[src/rtl/txe_pkg.sv]
package txe_pkg;

    typedef enum logic [1:0] {
        ST_EMPTY  = 2'd0,
        ST_LOADED = 2'd1,
        ST_DELAY  = 2'd2
    } txe_state_t;

    localparam logic [3:0] IID_TX   = 4'h2;
    localparam logic [3:0] IID_NONE = 4'h1;

    // start bit + data bits + parity + stop bits other than the last one
    function automatic logic [3:0] hold_ticks(input logic [1:0] wl,
                                              input logic       par,
                                              input logic       stop2);
        return 4'd6 + {2'b00, wl} + {3'b000, par} + {3'b000, stop2};
    endfunction

endpackage

[src/rtl/txe_delay_timer.sv]
module txe_delay_timer #(
    parameter int W = 4
) (
    input  logic         clk,
    input  logic         rst_n,
    input  logic         load,
    input  logic [W-1:0] load_val,
    input  logic         tick,
    output logic         expire
);
    logic [W-1:0] cnt;

    always_ff @(posedge clk) begin
        if (!rst_n)
            cnt <= '0;
        else if (load)
            cnt <= load_val;
        else if (tick && cnt != '0)
            cnt <= cnt - 1'b1;
    end

    assign expire = tick && !load && (cnt == W'(1));
endmodule

[src/rtl/txe_burst_flag.sv]
module txe_burst_flag #(
    parameter int CW          = 5,
    parameter int BURST_LEVEL = 2
) (
    input  logic          clk,
    input  logic          rst_n,
    input  logic [CW-1:0] count,
    input  logic          clear,
    output logic          seen
);
    always_ff @(posedge clk) begin
        if (!rst_n)
            seen <= 1'b0;
        else if (clear)
            seen <= 1'b0;
        else if (count >= CW'(BURST_LEVEL))
            seen <= 1'b1;
    end
endmodule

[src/rtl/txe_fcr_edge.sv]
module txe_fcr_edge (
    input  logic clk,
    input  logic rst_n,
    input  logic level,
    output logic changed
);
    logic level_q;
    logic primed;

    always_ff @(posedge clk) begin
        if (!rst_n) begin
            level_q <= 1'b0;
            primed  <= 1'b0;
        end else begin
            level_q <= level;
            primed  <= 1'b1;
        end
    end

    assign changed = primed && (level != level_q);
endmodule

[src/rtl/txe_thre_irq.sv]
module txe_thre_irq
    import txe_pkg::*;
#(
    parameter int FIFO_DEPTH  = 16,
    parameter int BURST_LEVEL = 2,
    parameter int CW          = $clog2(FIFO_DEPTH + 1)
) (
    input  logic          clk,
    input  logic          rst_n,
    input  logic [CW-1:0] tx_count,
    input  logic          thr_wr,
    input  logic          iir_rd,
    input  logic          tx_ie,
    input  logic          fifo_en,
    input  logic          baud_en,
    input  logic [1:0]    word_len,
    input  logic          parity_en,
    input  logic          two_stop,
    input  logic          hi_pend,
    output logic          thre,
    output logic          tx_irq,
    output logic [3:0]    tx_iid
);
    localparam int TW = 4;

    txe_state_t state, state_nx;
    logic       loaded_now;
    logic       thre_event;
    logic       tmr_load;
    logic       tmr_expire;
    logic       burst_seen;
    logic       fe_chg;
    logic       pend;

    assign loaded_now = thr_wr || (tx_count != '0);

    txe_delay_timer #(.W(TW)) u_timer (
        .clk      (clk),
        .rst_n    (rst_n),
        .load     (tmr_load),
        .load_val (hold_ticks(word_len, parity_en, two_stop)),
        .tick     (baud_en),
        .expire   (tmr_expire)
    );

    txe_burst_flag #(.CW(CW), .BURST_LEVEL(BURST_LEVEL)) u_burst (
        .clk   (clk),
        .rst_n (rst_n),
        .count (tx_count),
        .clear (thre_event),
        .seen  (burst_seen)
    );

    txe_fcr_edge u_fcr (
        .clk     (clk),
        .rst_n   (rst_n),
        .level   (fifo_en),
        .changed (fe_chg)
    );

    // state register
    always_ff @(posedge clk) begin
        if (!rst_n)
            state <= ST_EMPTY;
        else
            state <= state_nx;
    end

    // transitions
    always_comb begin
        state_nx = state;
        tmr_load = 1'b0;
        unique case (state)
            ST_EMPTY: begin
                if (loaded_now)
                    state_nx = ST_LOADED;
            end
            ST_LOADED: begin
                if (!loaded_now) begin
                    if (burst_seen) begin
                        state_nx = ST_EMPTY;
                    end else begin
                        state_nx = ST_DELAY;
                        tmr_load = 1'b1;
                    end
                end
            end
            ST_DELAY: begin
                if (loaded_now)
                    state_nx = ST_LOADED;
                else if (fe_chg || tmr_expire)
                    state_nx = ST_EMPTY;
            end
            default: state_nx = ST_EMPTY;
        endcase
    end

    assign thre_event = (state != ST_EMPTY) && (state_nx == ST_EMPTY);

    // pending interrupt latch: a set wins over a clear in the same cycle
    always_ff @(posedge clk) begin
        if (!rst_n)
            pend <= 1'b0;
        else if (thre_event || fe_chg)
            pend <= 1'b1;
        else if (thr_wr || (iir_rd && tx_iid == IID_TX))
            pend <= 1'b0;
    end

    // outputs
    always_comb begin
        thre   = (state == ST_EMPTY);
        tx_irq = pend && tx_ie;
        tx_iid = (tx_irq && !hi_pend) ? IID_TX : IID_NONE;
    end
endmodule

[config.mk]
export PLATFORM = sky130hd
export DESIGN_NAME = txe_thre_irq
export DESIGN_NICKNAME = d
export VERILOG_FILES = /design/src/rtl/txe_pkg.sv /design/src/rtl/txe_delay_timer.sv /design/src/rtl/txe_burst_flag.sv /design/src/rtl/txe_fcr_edge.sv /design/src/rtl/txe_thre_irq.sv
export SDC_FILE = /design/constraint.sdc
export NUM_CORES = 1
export LEC_CHECK = 0
export ABC_CLOCK_PERIOD_IN_PS = 4200
export BUFFER_PORTS_ARGS = -buffer_cell sky130_fd_sc_hd__buf_2
export CAP_MARGIN = 10
export CORE_AREA = 2 2 39 41
export CTS_CLUSTER_DIAMETER = 40
export DETAILED_ROUTE_END_ITERATION = 8
export DIE_AREA = 0 0 41 43
export PLACE_DENSITY = 0.77
export SLEW_MARGIN = 20
export SYNTH_ARGS = -nofsm -noshare
export SYNTH_HDL_FRONTEND = slang
export SYNTH_SLANG_ARGS = --single-unit
[constraint.sdc]
create_clock -name clk -period 4.2 [get_ports clk]
set_input_delay 0.42 -clock clk [delete_from_list [all_inputs] [get_ports clk]]
set_output_delay 0.42 -clock clk [all_outputs]
set_load 0.005 [all_outputs]
Yosys cells after proc, flatten, opt, wreduce, memory -nomap -nowiden --
Cells that the tools add are included.
Operators by class: bitwise operators 1, reduce and logical (&&, ||, !) cells 22, eq/ne operators 5, add/sub/neg operators 4, magnitude comparators 1, muxes and demuxes 15
Operators by type and width (number):
- $mux W2 | 6
- $add A4 B1 Y4 | 2
- $logic_and A1 B1 Y1 | 8
- $mux W4 | 2
- $mux W1 | 6
- $pmux W2 S3 | 1
- $reduce_bool A2 Y1 | 3
- $ge A5 B2 Y1 const B | 1
- $reduce_bool A5 Y1 | 1
- $add A3 B2 Y4 const A | 1
- $eq A4 B1 Y1 const B | 1
- $eq A4 B2 Y1 const B | 1
- $logic_not A2 Y1 | 2
- $logic_or A1 B1 Y1 | 4
- $reduce_bool A4 Y1 | 1
- $sub A4 B1 Y4 const B | 1
- $eq A2 B1 Y1 const B | 1
- $eq A2 B2 Y1 const B | 1
- $logic_not A1 Y1 | 2
- $reduce_or A2 Y1 | 1
- $ne A1 B1 Y1 | 1
- $not A1 Y1 | 1
Word-level totals: word-level logic and storage cells 54, output and inout bits 6, register bits after elaboration 10, bits of input ports 17

Logic depth before layout (Yosys ltp) --
Gate-level depths: netlist of run 1.
word-level depth 15, depth in mapped cells 6, mapped depth without buffers 6

Hierarchy --
A second synthesis of run 1 with hierarchy kept.
Unflattened totals: cell total of the unflattened synthesis 82, area total of the unflattened synthesis 685.7 um^2
By module, submodules not included:
- txe_thre_irq | seq. area each 60.1 um^2, area an instance 291.5 um^2, cells an instance 38, times used 1
- txe_delay_timer | seq. area each 80.1 um^2, area an instance 279.0 um^2, cells an instance 34, times used 1
- txe_fcr_edge | seq. area each 40.0 um^2, area an instance 62.6 um^2, cells an instance 5, times used 1
- txe_burst_flag | seq. area each 20.0 um^2, area an instance 52.6 um^2, cells an instance 5, times used 1

Worst setup path after synthesis of run 1 --
Ideal clock, no wire load.
path type input to register, start in word_len[0], end reg u_timer.cnt[1], setup time 0.115 ns, buffers on the path 0, arrival 1.332 ns, stages 5, path slack 2.754 ns, data required time 4.085 ns, cells stage by stage inv_1 fa_1 ha_1 nor2b_1 o21a_1
On the way: word-level cells in the longest chain between the ends 4
Ends and longest elaborated chain:
- start, declared | RTL line txe_thre_irq.sv:16 | input logic [1:0] word_len,
- $add A3 B2 Y4 | RTL line txe_pkg.sv:16 | return 4'd6 + {2'b00, wl} + {3'b000, par} + {3'b000, stop2};
- $add A4 B1 Y4 (2 in series) | RTL line txe_pkg.sv:16
- $mux W4 | RTL line txe_delay_timer.sv:16 | else if (load)
- end signal, assigned | RTL line txe_delay_timer.sv:17 | cnt <= load_val;
- end signal, assigned | RTL line txe_delay_timer.sv:19 | cnt <= cnt - 1'b1;
- end, declared | RTL line txe_delay_timer.sv:11 | logic [W-1:0] cnt;
Every way passes these cells. A chain may end at the register's enable or synchronous reset.

Worst setup path after layout of run 1 --
start reg u_timer.cnt[0], end reg u_timer.cnt[3]
On the way: word-level cells in the longest chain between the ends 3, elaborated cells between the ends (all ways) 6, classes of those cells 1 x add/sub; 2 x mux; 3 x reduce/logical
Ends and longest elaborated chain:
- $sub A4 B1 Y4 / $reduce_bool A4 Y1 (equally long branches) | RTL line txe_delay_timer.sv:19, txe_delay_timer.sv:18
- $mux W4 / $logic_and A1 B1 Y1 (equally long branches) | RTL line txe_delay_timer.sv:18 | else if (tick && cnt != '0)
- $mux W4 / $reduce_bool A2 Y1 (equally long branches)
Parallel ways exist; a longest one is shown, timed or not. The select of a mux whose other input is x is not followed.

==> metrics.md, run 1 <==
| Metric | Value |
|---|---|
| Primary FF master, synth | `dfxtp_1` |
| Synth top cells by count | `dfxtp_1, inv_1, nand2_1, ha_1, nor2_1` |
| Largest delay share family, worst path | `simple AND/OR/NAND/NOR gates` |
| Non-Filler Instances | `107` |
| Total power | `322 uW` |
| Core ar. | `0.00138 mm2` |
| CP startpoint | `u_timer.cnt[0]` |
| PD cells | `432 mW/mm2` |
| Number of fill cells | `126` |
| Synth-to-layout area growth | `19.2%` |
| Largest net degree at the start of global routing | `11` |
| Yosys cell types | `32` |
| Routed WL | `1210 um` |
| Setup TNS | `0 ps` |
| TritonCTS Sinks | `10` |
| Antenna Cells | `0` |
| Critical path class | `reg2reg` |
| R2r startpoint | `u_timer.cnt[0]` |
| Routability cong. | `0.702` |
| Worst-Skew Late Latency | `270 ps` |
| Yosys warns | `0` |
| RSZ-0062 raised after global routing | `false` |
| Core Rows | `14` |
| Fmax | `646 MHz` |
| Sequential-to-total area share from yosys stat | `32.1%` |
| Num CTS Buffers | `3` |
| Initial DRC count | `5` |
| First-pass GRT wire length | `1970 um` |
| Die Span Y | `43 um` |
| Vias in the first global route | `517` |
| DP Cell Count | `104` |
| Status | `finished, final reports clean` |
| Clock buffer depth | `2` |
| Via count | `562` |
| Dominant cell type by area after synthesis | `dfxtp_1` |
| Syn Area/Cell | `8.92 um2` |
| Final ANT Viol Nets | `0` |
| Hold depth | `1` |
| Die X-Extent | `41 um` |
| Final setup fails | `0` |
| Share of cells above drive strength 1 | `27.5%` |
| Pre-Repair DR Iteration Count | `4` |
| Grt ovf | `0` |
| Gate Count Post-Synth | `70` |
| # hold bufs at CTS | `0` |
| Hold EP | `u_fcr.primed` |
| Final Hold Vio Count | `0` |
| Worst min path class | `in2reg` |
| Async SR Flop Fraction | `0%` |
| Post-CTS Setup Repair Bufs | `0` |
| Setup Skew | `2.50 ps` |
| Synth top area cells | `dfxtp_1, ha_1, inv_1` |
| Leakage | `0.000367 uW` |
| Post-route DRC | `0` |
| Flops & latches, synth | `10` |
| Final HPWL DP | `984 um` |
| Worst path cell trace | `inv_1, ha_1, or3b_1, nand3_1, xnor2_1, o211a_1` |
| Clk root buf | `clkbuf_4` |
| CTS tree | `done` |
| Final min period | `1550 ps` |
| Type of destination of the critical path | `flip-flop` |
| I/O pin cnt | `23` |
| Initial antenna violation count | `0` |
| Worst IR drop on VDD | `0.159 mV` |
| Routed WL per cell | `11.3 um` |
| Hold Slack | `379 ps` |
| Number of flops mapped to enable cells by yosys | `0` |
| Htree depth | `1` |
| HP Start | `rst_n` |
| Vias/cell | `5.25` |
| Worst path max stage delay | `420 ps` |
| Startpoint Class | `flip-flop` |
| Post-cts resize count | `0` |
| Buf/Inv on CP | `1` |
| Worst Path Required | `4360 ps` |
| Yosys top cell area share | `32.1%` |
| Final #Nets | `115` |
| Port bufs | `20` |
| CP max-delay cell | `or3b_1` |
| Max Cap Violations | `0` |
| Starting density of the core | `45.1%` |
| DIE AREA | `0.00176 mm2` |
| R2R setup slack | `2650 ps` |
| Crit share post-route | `36.9%` |
| Worst r2r dst | `u_timer.cnt[3]` |
| Synthesized area | `624 um2` |
| Worst EP arrival | `1710 ps` |
| R2R cell count | `6` |
| Crit Path Max Fanout | `5` |
| Max Slew Vio Count | `0` |
| Global Route Usage Sum | `17.0%` |
| Clk slew on worst S/H paths | `60 ps` |
==> routing by layer <==
layer / routed length, um / up-vias / global-route usage (%) / share of wire (%)
li1: - / 284 / - / -
met1: 487 / 259 / 16.9 / 40
met2: 644 / 15 / 28.1 / 53
met3: 52 / 4 / 6.28 / 4.3
met4: 22 / 0 / 10.0 / 1.8
met5: 0 / - / 0 / 0
==> area by class of cell <==
class,instances,area [um2],share of cell area (%)
tap,16,20.0,2.69
timing repair buffer,20,100,13.4
multi-input combinational,48,364,48.9
sequential,10,200,26.9
clock buffer,3,22.5,3.03
inverter,10,37.5,5.04
==> kinds of logic (layout without fill, tap and decap cells) <==
family                   count (synthesis)  in the layout  share of synthesized area [%]
other                                    1              2                          0.601
AND/OR/NAND/NOR                         24             24                           23.4
adder cells (fa/ha/maj)                  5              5                           11.2
AO/OA/AOI/OAI                           14             14                           18.2
buffers and inverters                   13             33                           10.2
XOR/XNOR                                 3              3                           4.21
flip-flops                              10             10                           32.1
==> cells in the final DEF (no fill, tap or decap), drive strengths merged <==
master | synthesis | layout
nand2b | 1 | 1
a311o | 1 | 1
nand2 | 5 | 5
nor2b | 1 | 1
a31oi | 3 | 3
and2 | 2 | 2
xor2 | 1 | 1
fa | 1 | 1
a32oi | 1 | 1
or3b | 1 | 1
nor3 | 2 | 2
a32o | 1 | 1
clkbuf | 0 | 3
o21ai | 1 | 1
buf | 3 | 20
o211a | 2 | 2
inv | 10 | 10
and3 | 2 | 2
o21a | 1 | 1
nor2 | 4 | 4
xnor2 | 2 | 2
nand3 | 1 | 1
a21boi | 1 | 1
a21oi | 1 | 1
conb | 1 | 2
o31a | 1 | 1
nor3b | 3 | 3
a311oi | 1 | 1
nand3b | 1 | 1
ha | 4 | 4
dfxtp | 10 | 10
nor4 | 1 | 1
==> power breakdown <==
group          total (uW)  internal [uW]  leakage (uW)  switching, uW
clock network        65.7           33.1     0.0000138           32.5
registers             127            112     0.0000829           15.3
logic                 129           65.0      0.000271           63.7
==> sequential cells by signal, indices dropped and copies added (netlist names) <==
register       count
u_burst.seen       1
u_fcr.level_q      1
pend               1
u_timer.cnt        4
state              2
u_fcr.primed       1
==> stage by stage <==
stage | utilization [%] | instance area, um2 | setup slack, ps
2_1_floorplan | - | 628 | 2750
3_3_place_gp | 52.2 | 722 | 2650
3_5_place_dp | 52.2 | 722 | 2620
4_1_cts | 53.8 | 744 | 2630
5_1_grt | 53.8 | 744 | 2540
6_report | 53.8 | 744 | 2650
==> how the worst max path moves through the flow <==
stage	endpoint	slack, ps	cells past startpoint
after floorplan	u_timer.cnt[1]	2750	5
after global placement	u_timer.cnt[1]	2650	6
after detailed placement	u_timer.cnt[1]	2620	6
after CTS	u_timer.cnt[3]	2630	6
after global routing	u_timer.cnt[1]	2540	6
final	u_timer.cnt[3]	2650	6
Note: power is estimated with default switching activity, not from simulation.
==> run 2: changes to the inputs <==
--- a/config.mk
+++ b/config.mk
@@ -5,14 +5,14 @@
 export SDC_FILE = /design/constraint.sdc
 export NUM_CORES = 1
 export LEC_CHECK = 0
-export ABC_CLOCK_PERIOD_IN_PS = 4200
+export ABC_CLOCK_PERIOD_IN_PS = 1510
 export BUFFER_PORTS_ARGS = -buffer_cell sky130_fd_sc_hd__buf_2
 export CAP_MARGIN = 10
-export CORE_AREA = 2 2 39 41
+export CORE_MARGIN = 2
+export CORE_UTILIZATION = 46
 export CTS_CLUSTER_DIAMETER = 40
 export DETAILED_ROUTE_END_ITERATION = 8
-export DIE_AREA = 0 0 41 43
-export PLACE_DENSITY = 0.77
+export PLACE_DENSITY = 0.76
 export SLEW_MARGIN = 20
 export SYNTH_ARGS = -nofsm -noshare
 export SYNTH_HDL_FRONTEND = slang
==> constraint.sdc (replaced) <==
create_clock -name clk -period 1.51 [get_ports clk]
set_input_delay 0.151 -clock clk [delete_from_list [all_inputs] [get_ports clk]]
set_output_delay 0.151 -clock clk [all_outputs]
set_load 0.005 [all_outputs]
==> run 2 against run 1 <==
Final cell count is the same; power rose to 3.1 times the previous value; die area down 5.4%; sequential power rose to 2.9 times the previous value; clock skew up 1.2 ps; clock-buffer cell count unchanged; clock power grew to 2.6 times the previous value; register-to-register slack worse by 2600 ps; first-iteration DRC count did not move; combinational power grew to 3.6 times the previous value; sequential share of layout area fell by 0.69 points.
==> metrics.md, run 2 (synthesized netlist as in run 1, its figures left out) <==
| Metric | Value |
|---|---|
| Status | `finished, final reports clean` |
| Htree depth | `1` |
| Critical path class | `reg2reg` |
| Buf/Inv on CP | `1` |
| Die Span Y | `40.8 um` |
| Setup TNS | `0 ps` |
| Grt ovf | `0` |
| Initial DRC count | `5` |
| Placed cell area | `721 um2` |
| Area of the multi-input gates | `392 um2` |
| Clock buffer depth | `2` |
| Worst-Skew Late Latency | `250 ps` |
| Die X-Extent | `40.8 um` |
| Leading cell type in the layout, fill and taps excluded | `buf_2` |
| Hold Slack | `117 ps` |
| Port bufs | `20` |
| Hold depth | `2` |
| TritonCTS Sinks | `10` |
| Global Route Usage Sum | `17.3%` |
| DIE AREA | `0.00167 mm2` |
| Core Rows | `13` |
| Max Slew Vio Count | `0` |
| HP Start | `fifo_en` |
| Design area | `783 um2` |
| Leakage | `0.000375 uW` |
| Synth-to-layout area growth | `25.5%` |
| Final min period | `1440 ps` |
| Worst EP arrival | `1590 ps` |
| Final ANT Viol Nets | `0` |
| Largest delay share family, worst path | `simple AND/OR/NAND/NOR gates` |
| R2R cell count | `6` |
| Core ar. | `0.00128 mm2` |
| Crit Path Max Fanout | `5` |
| Clk slew on worst S/H paths | `60 ps` |
| Startpoint Class | `flip-flop` |
| Worst Path Required | `1660 ps` |
| Number of fill cells | `118` |
| Routed WL | `1200 um` |
| Final setup fails | `0` |
| Share of cells above drive strength 1 | `37.0%` |
| Worst path max stage delay | `420 ps` |
| Worst min path class | `in2reg` |
| Antenna Cells | `0` |
| Final HPWL DP | `931 um` |
| Routed WL per cell | `11.2 um` |
| Fmax | `692 MHz` |
| Most frequent cells in the layout | `buf_2, inv_1, dfxtp_1` |
| Final Hold Vio Count | `0` |
| CP startpoint | `u_timer.cnt[1]` |
| Num CTS Buffers | `3` |
| Largest net degree at the start of global routing | `11` |
| Type of destination of the critical path | `flip-flop` |
| Setup Skew | `3.72 ps` |
| Max reg flops | `4` |
| Clk root buf | `clkbuf_4` |
| Via count | `541` |
| Vias in the first global route | `495` |
| Stages on the worst setup path | `6` |
| CP max-delay cell | `or3b_4` |
| PD cells | `1290 mW/mm2` |
| # hold bufs at CTS | `0` |
| Sequential cell area | `205 um2` |
| CTS tree | `done` |
| Starting density of the core | `48.6%` |
| Crit share post-route | `95.7%` |
| Worst path cell trace | `inv_2, ha_1, or3b_4, a21oi_2, a311oi_2, o21a_1` |
| Biggest regs | `u_timer.cnt (4), state (2)` |
| First-pass GRT wire length | `1850 um` |
| Worst IR drop on VDD | `0.640 mV` |
| Post-route DRC | `0` |
| Final #Nets | `116` |
| Routability cong. | `0.637` |
| Max Cap Violations | `0` |
| Most flops, register | `u_timer.cnt` |
| Pre-Repair DR Iteration Count | `4` |
| Initial antenna violation count | `0` |
| Vias/cell | `5.06` |
| R2r startpoint | `u_timer.cnt[1]` |
| I/O pin cnt | `23` |
==> run 2: per-stage QoR <==
| stage | util, % | cells | setup WS [ps] | total power [uW] |
|---|---|---|---|---|
| 6_report | 61.0 | 107 | 65.6 | 1010 |
| 5_1_grt | 61.0 | 107 | -2.60 | 1090 |
| 4_1_cts | 58.8 | 106 | 18.7 | 941 |
| 3_5_place_dp | 56.1 | 103 | -22.2 | 708 |
| 3_3_place_gp | 56.1 | 103 | 32.9 | 696 |
| 2_1_floorplan | - | 71 | 109 | 623 |
==> run 2: area by class of cell <==
| type | count | share of cell area (%) |
|---|---|---|
| repair buffers | 21 | 13.7 |
| well taps | 15 | 2.40 |
| clock buffers | 3 | 2.88 |
| flip-flops and latches | 10 | 26.2 |
| multi-input cells | 48 | 50.0 |
| inverters | 10 | 4.79 |
==> run 2: metal layers <==
metal / wire [um] / GRT usage (%)
met2: 643 / 30.1
met5: 0 / 0
met1: 502 / 18.4
met4: 0 / 7.50
met3: 49 / 6.52
==> run 2: what timing repair did <==
action | in CTS | in global routing
endpoints found under the setup margin | 1 | 4
buffers inserted | 0 | 1
gates cloned | 0 | 0
pin swaps | 0 | 4
resized for setup | 3 | 7
==> run 2: path summary, 6_finish.rpt <==
path	to	slack (ps)
setup / recovery	u_timer.cnt[1]	70
hold / removal	u_fcr.level_q	120
setup reg to reg	u_timer.cnt[1]	70
hold reg to reg	state[0]	560
==> run 2: power by group <==
part	internal [uW]	leakage, uW	switching, uW
clock	91.6	0.0000138	81.2
combinational	251	0.000277	218
sequential	319	0.0000839	52.0
==> run 3: changes to the inputs <==
--- a/config.mk
+++ b/config.mk
@@ -5,14 +5,14 @@
 export SDC_FILE = /design/constraint.sdc
 export NUM_CORES = 1
 export LEC_CHECK = 0
-export ABC_CLOCK_PERIOD_IN_PS = 1510
+export ABC_CLOCK_PERIOD_IN_PS = 1390
 export BUFFER_PORTS_ARGS = -buffer_cell sky130_fd_sc_hd__buf_2
-export CAP_MARGIN = 10
+export CAP_MARGIN = 30
 export CORE_MARGIN = 2
 export CORE_UTILIZATION = 46
 export CTS_CLUSTER_DIAMETER = 40
 export DETAILED_ROUTE_END_ITERATION = 8
-export PLACE_DENSITY = 0.76
+export PLACE_DENSITY = 0.8
 export SLEW_MARGIN = 20
 export SYNTH_ARGS = -nofsm -noshare
 export SYNTH_HDL_FRONTEND = slang
==> constraint.sdc (replaced) <==
create_clock -name clk -period 1.39 [get_ports clk]
set_input_delay 0.139 -clock clk [delete_from_list [all_inputs] [get_ports clk]]
set_output_delay 0.139 -clock clk [all_outputs]
set_load 0.005 [all_outputs]
==> run 3 against run 2 <==
The flow now finishes with violations (negative setup slack); power grew 16%; via count up 6.1%; hold slack got worse by 17 ps.
==> metrics.md, run 3 (synthesized netlist as in run 1, its figures left out) <==
| Metric | Value |
|---|---|
| Status | `finished with violations` |
| Failing checks | `negative setup slack` |
| Most frequent cells in the layout | `buf_2, inv_1, dfxtp_1` |
| Clk slew on worst S/H paths | `60 ps` |
| Die Span Y | `40.8 um` |
| Slack of the critical path | `-71.4 ps` |
| Final HPWL DP | `1000 um` |
| Non-Filler Instances | `111` |
| Largest net degree at the start of global routing | `11` |
| Core Rows | `13` |
| TritonCTS Sinks | `10` |
| Worst EP arrival | `1610 ps` |
| Vias in the first global route | `489` |
| Grt ovf | `0` |
| Num CTS Buffers | `3` |
| Max reg flops | `4` |
| Setup Skew | `5.33 ps` |
| Worst IR drop on VDD | `0.703 mV` |
| Max Slew Vio Count | `0` |
| Htree depth | `1` |
| Worst-Skew Late Latency | `260 ps` |
| PD cells | `1440 mW/mm2` |
| Routed WL per cell | `12.1 um` |
| Leakage | `0.000398 uW` |
| DP Cell Count | `107` |
| First-pass GRT wire length | `1810 um` |
| RSZ-0062 raised after global routing | `true` |
| Max Cap Violations | `0` |
| Post-route DRC | `0` |
| Startpoint Class | `flip-flop` |
| Leading cell type in the layout, fill and taps excluded | `buf_2` |
| Area of the multi-input gates | `399 um2` |
| Fmax | `684 MHz` |
| Final ANT Viol Nets | `0` |
| Critical path class | `reg2reg` |
| Final core utilization | `63.7%` |
| Final #Nets | `120` |
| Worst min path class | `in2reg` |
| Type of destination of the critical path | `flip-flop` |
| Crit Path Max Fanout | `5` |
| Initial antenna violation count | `0` |
| Number of fill cells | `122` |
| Synth-to-layout area growth | `31.1%` |
| I/O pin cnt | `23` |
| Worst path cell trace | `inv_2, ha_1, or3b_4, a21oi_4, a311oi_2, o21a_1` |
| Worst Path Required | `1540 ps` |
| Worst slack, placed | `-30.9 ps` |
| Core ar. | `0.00128 mm2` |
| Routability cong. | `0.728` |
| Final min period | `1460 ps` |
| Pre-Repair DR Iteration Count | `4` |
| Global Route Usage Sum | `17.1%` |
| Initial DRC count | `8` |
| Clk root buf | `clkbuf_4` |
| CP max-delay cell | `or3b_4` |
| Via count | `574` |
| Crit share post-route | `105%` |
| DIE AREA | `0.00167 mm2` |
| Sequential cell area | `203 um2` |
| Routed WL | `1340 um` |
| Port bufs | `20` |
| # hold bufs at CTS | `0` |
| Worst path max stage delay | `430 ps` |
| Starting density of the core | `48.6%` |
| Biggest regs | `u_timer.cnt (4), state (2)` |
| Final setup fails | `3` |
| Die X-Extent | `40.8 um` |
| CTS tree | `done` |
| Share of cells above drive strength 1 | `41.7%` |
| Final Hold Vio Count | `0` |
| Antenna Cells | `0` |
| Clock buffer depth | `2` |
| Most flops, register | `u_timer.cnt` |
| Vias/cell | `5.17` |
[run 3: changes by cell type in the layout (fill, tap and decap cells not counted), sizes merged]
cell and delta:
buf +4
[run 3: final timing paths]
| path | startpoint | endpoint | slack, ps | depth (start not counted) |
|---|---|---|---|---|
| min reg2reg | state[0] | state[0] | 550 | 2 |
| min | rst_n | u_fcr.primed | 100 | 1 |
| max | u_timer.cnt[1] | u_timer.cnt[1] | -70 | 6 |
| max reg2reg | u_timer.cnt[1] | u_timer.cnt[1] | -70 | 6 |
[run 3: metal layers]
metal / track usage, % / routed length, um
met1: 15.7 / 539
met2: 33.6 / 742
met3: 3.26 / 52
met4: 10.0 / 6
met5: 0 / 0
[run 3: per-stage QoR]
| step | area (um2) | hold slack, ps | setup TNS [ps] | total power, uW |
|---|---|---|---|---|
| floorplan | 631 | 167 | 0 | 700 |
| global placement | 753 | 370 | -18.0 | 839 |
| detailed placement | 753 | 363 | -71.0 | 851 |
| CTS | 805 | 88.2 | -4.58 | 1110 |
| global route | 818 | 96.5 | -327 | 1260 |
| finish | 818 | 100 | -109 | 1180 |
[run 3: area by class of cell]
type / count / area share [%]
Inverter: 10 / 4.59
Sequential cell: 10 / 24.8
Tap cell: 15 / 2.29
Multi-Input combinational cell: 48 / 48.8
Timing Repair Buffer: 25 / 16.8
Clock buffer: 3 / 2.75
[run 3: report_power, final]
group | switching, uW | internal (uW) | total [uW]
Clock | 92.5 | 99.7 | 192
Sequential | 42.4 | 343 | 386
Combinational | 282 | 317 | 599
Total | 417 | 760 | 1180
[run 3: timing repair]
action / 4_1_cts / 5_1_grt
hold endpoints to repair: 0 / 0
endpoints found under the setup margin: 4 / 5
setup buffers: 1 / 0
resized for setup: 8 / 2
pin swaps: 4 / 2
[run 3: critical path, delay by kind of cell (launching register included)]
kind            cells  cell delay, ps
compound gates      3             420
fa+ha+maj           1             130
buf+inv             1              60
flops               1             320
simple gates        1             430
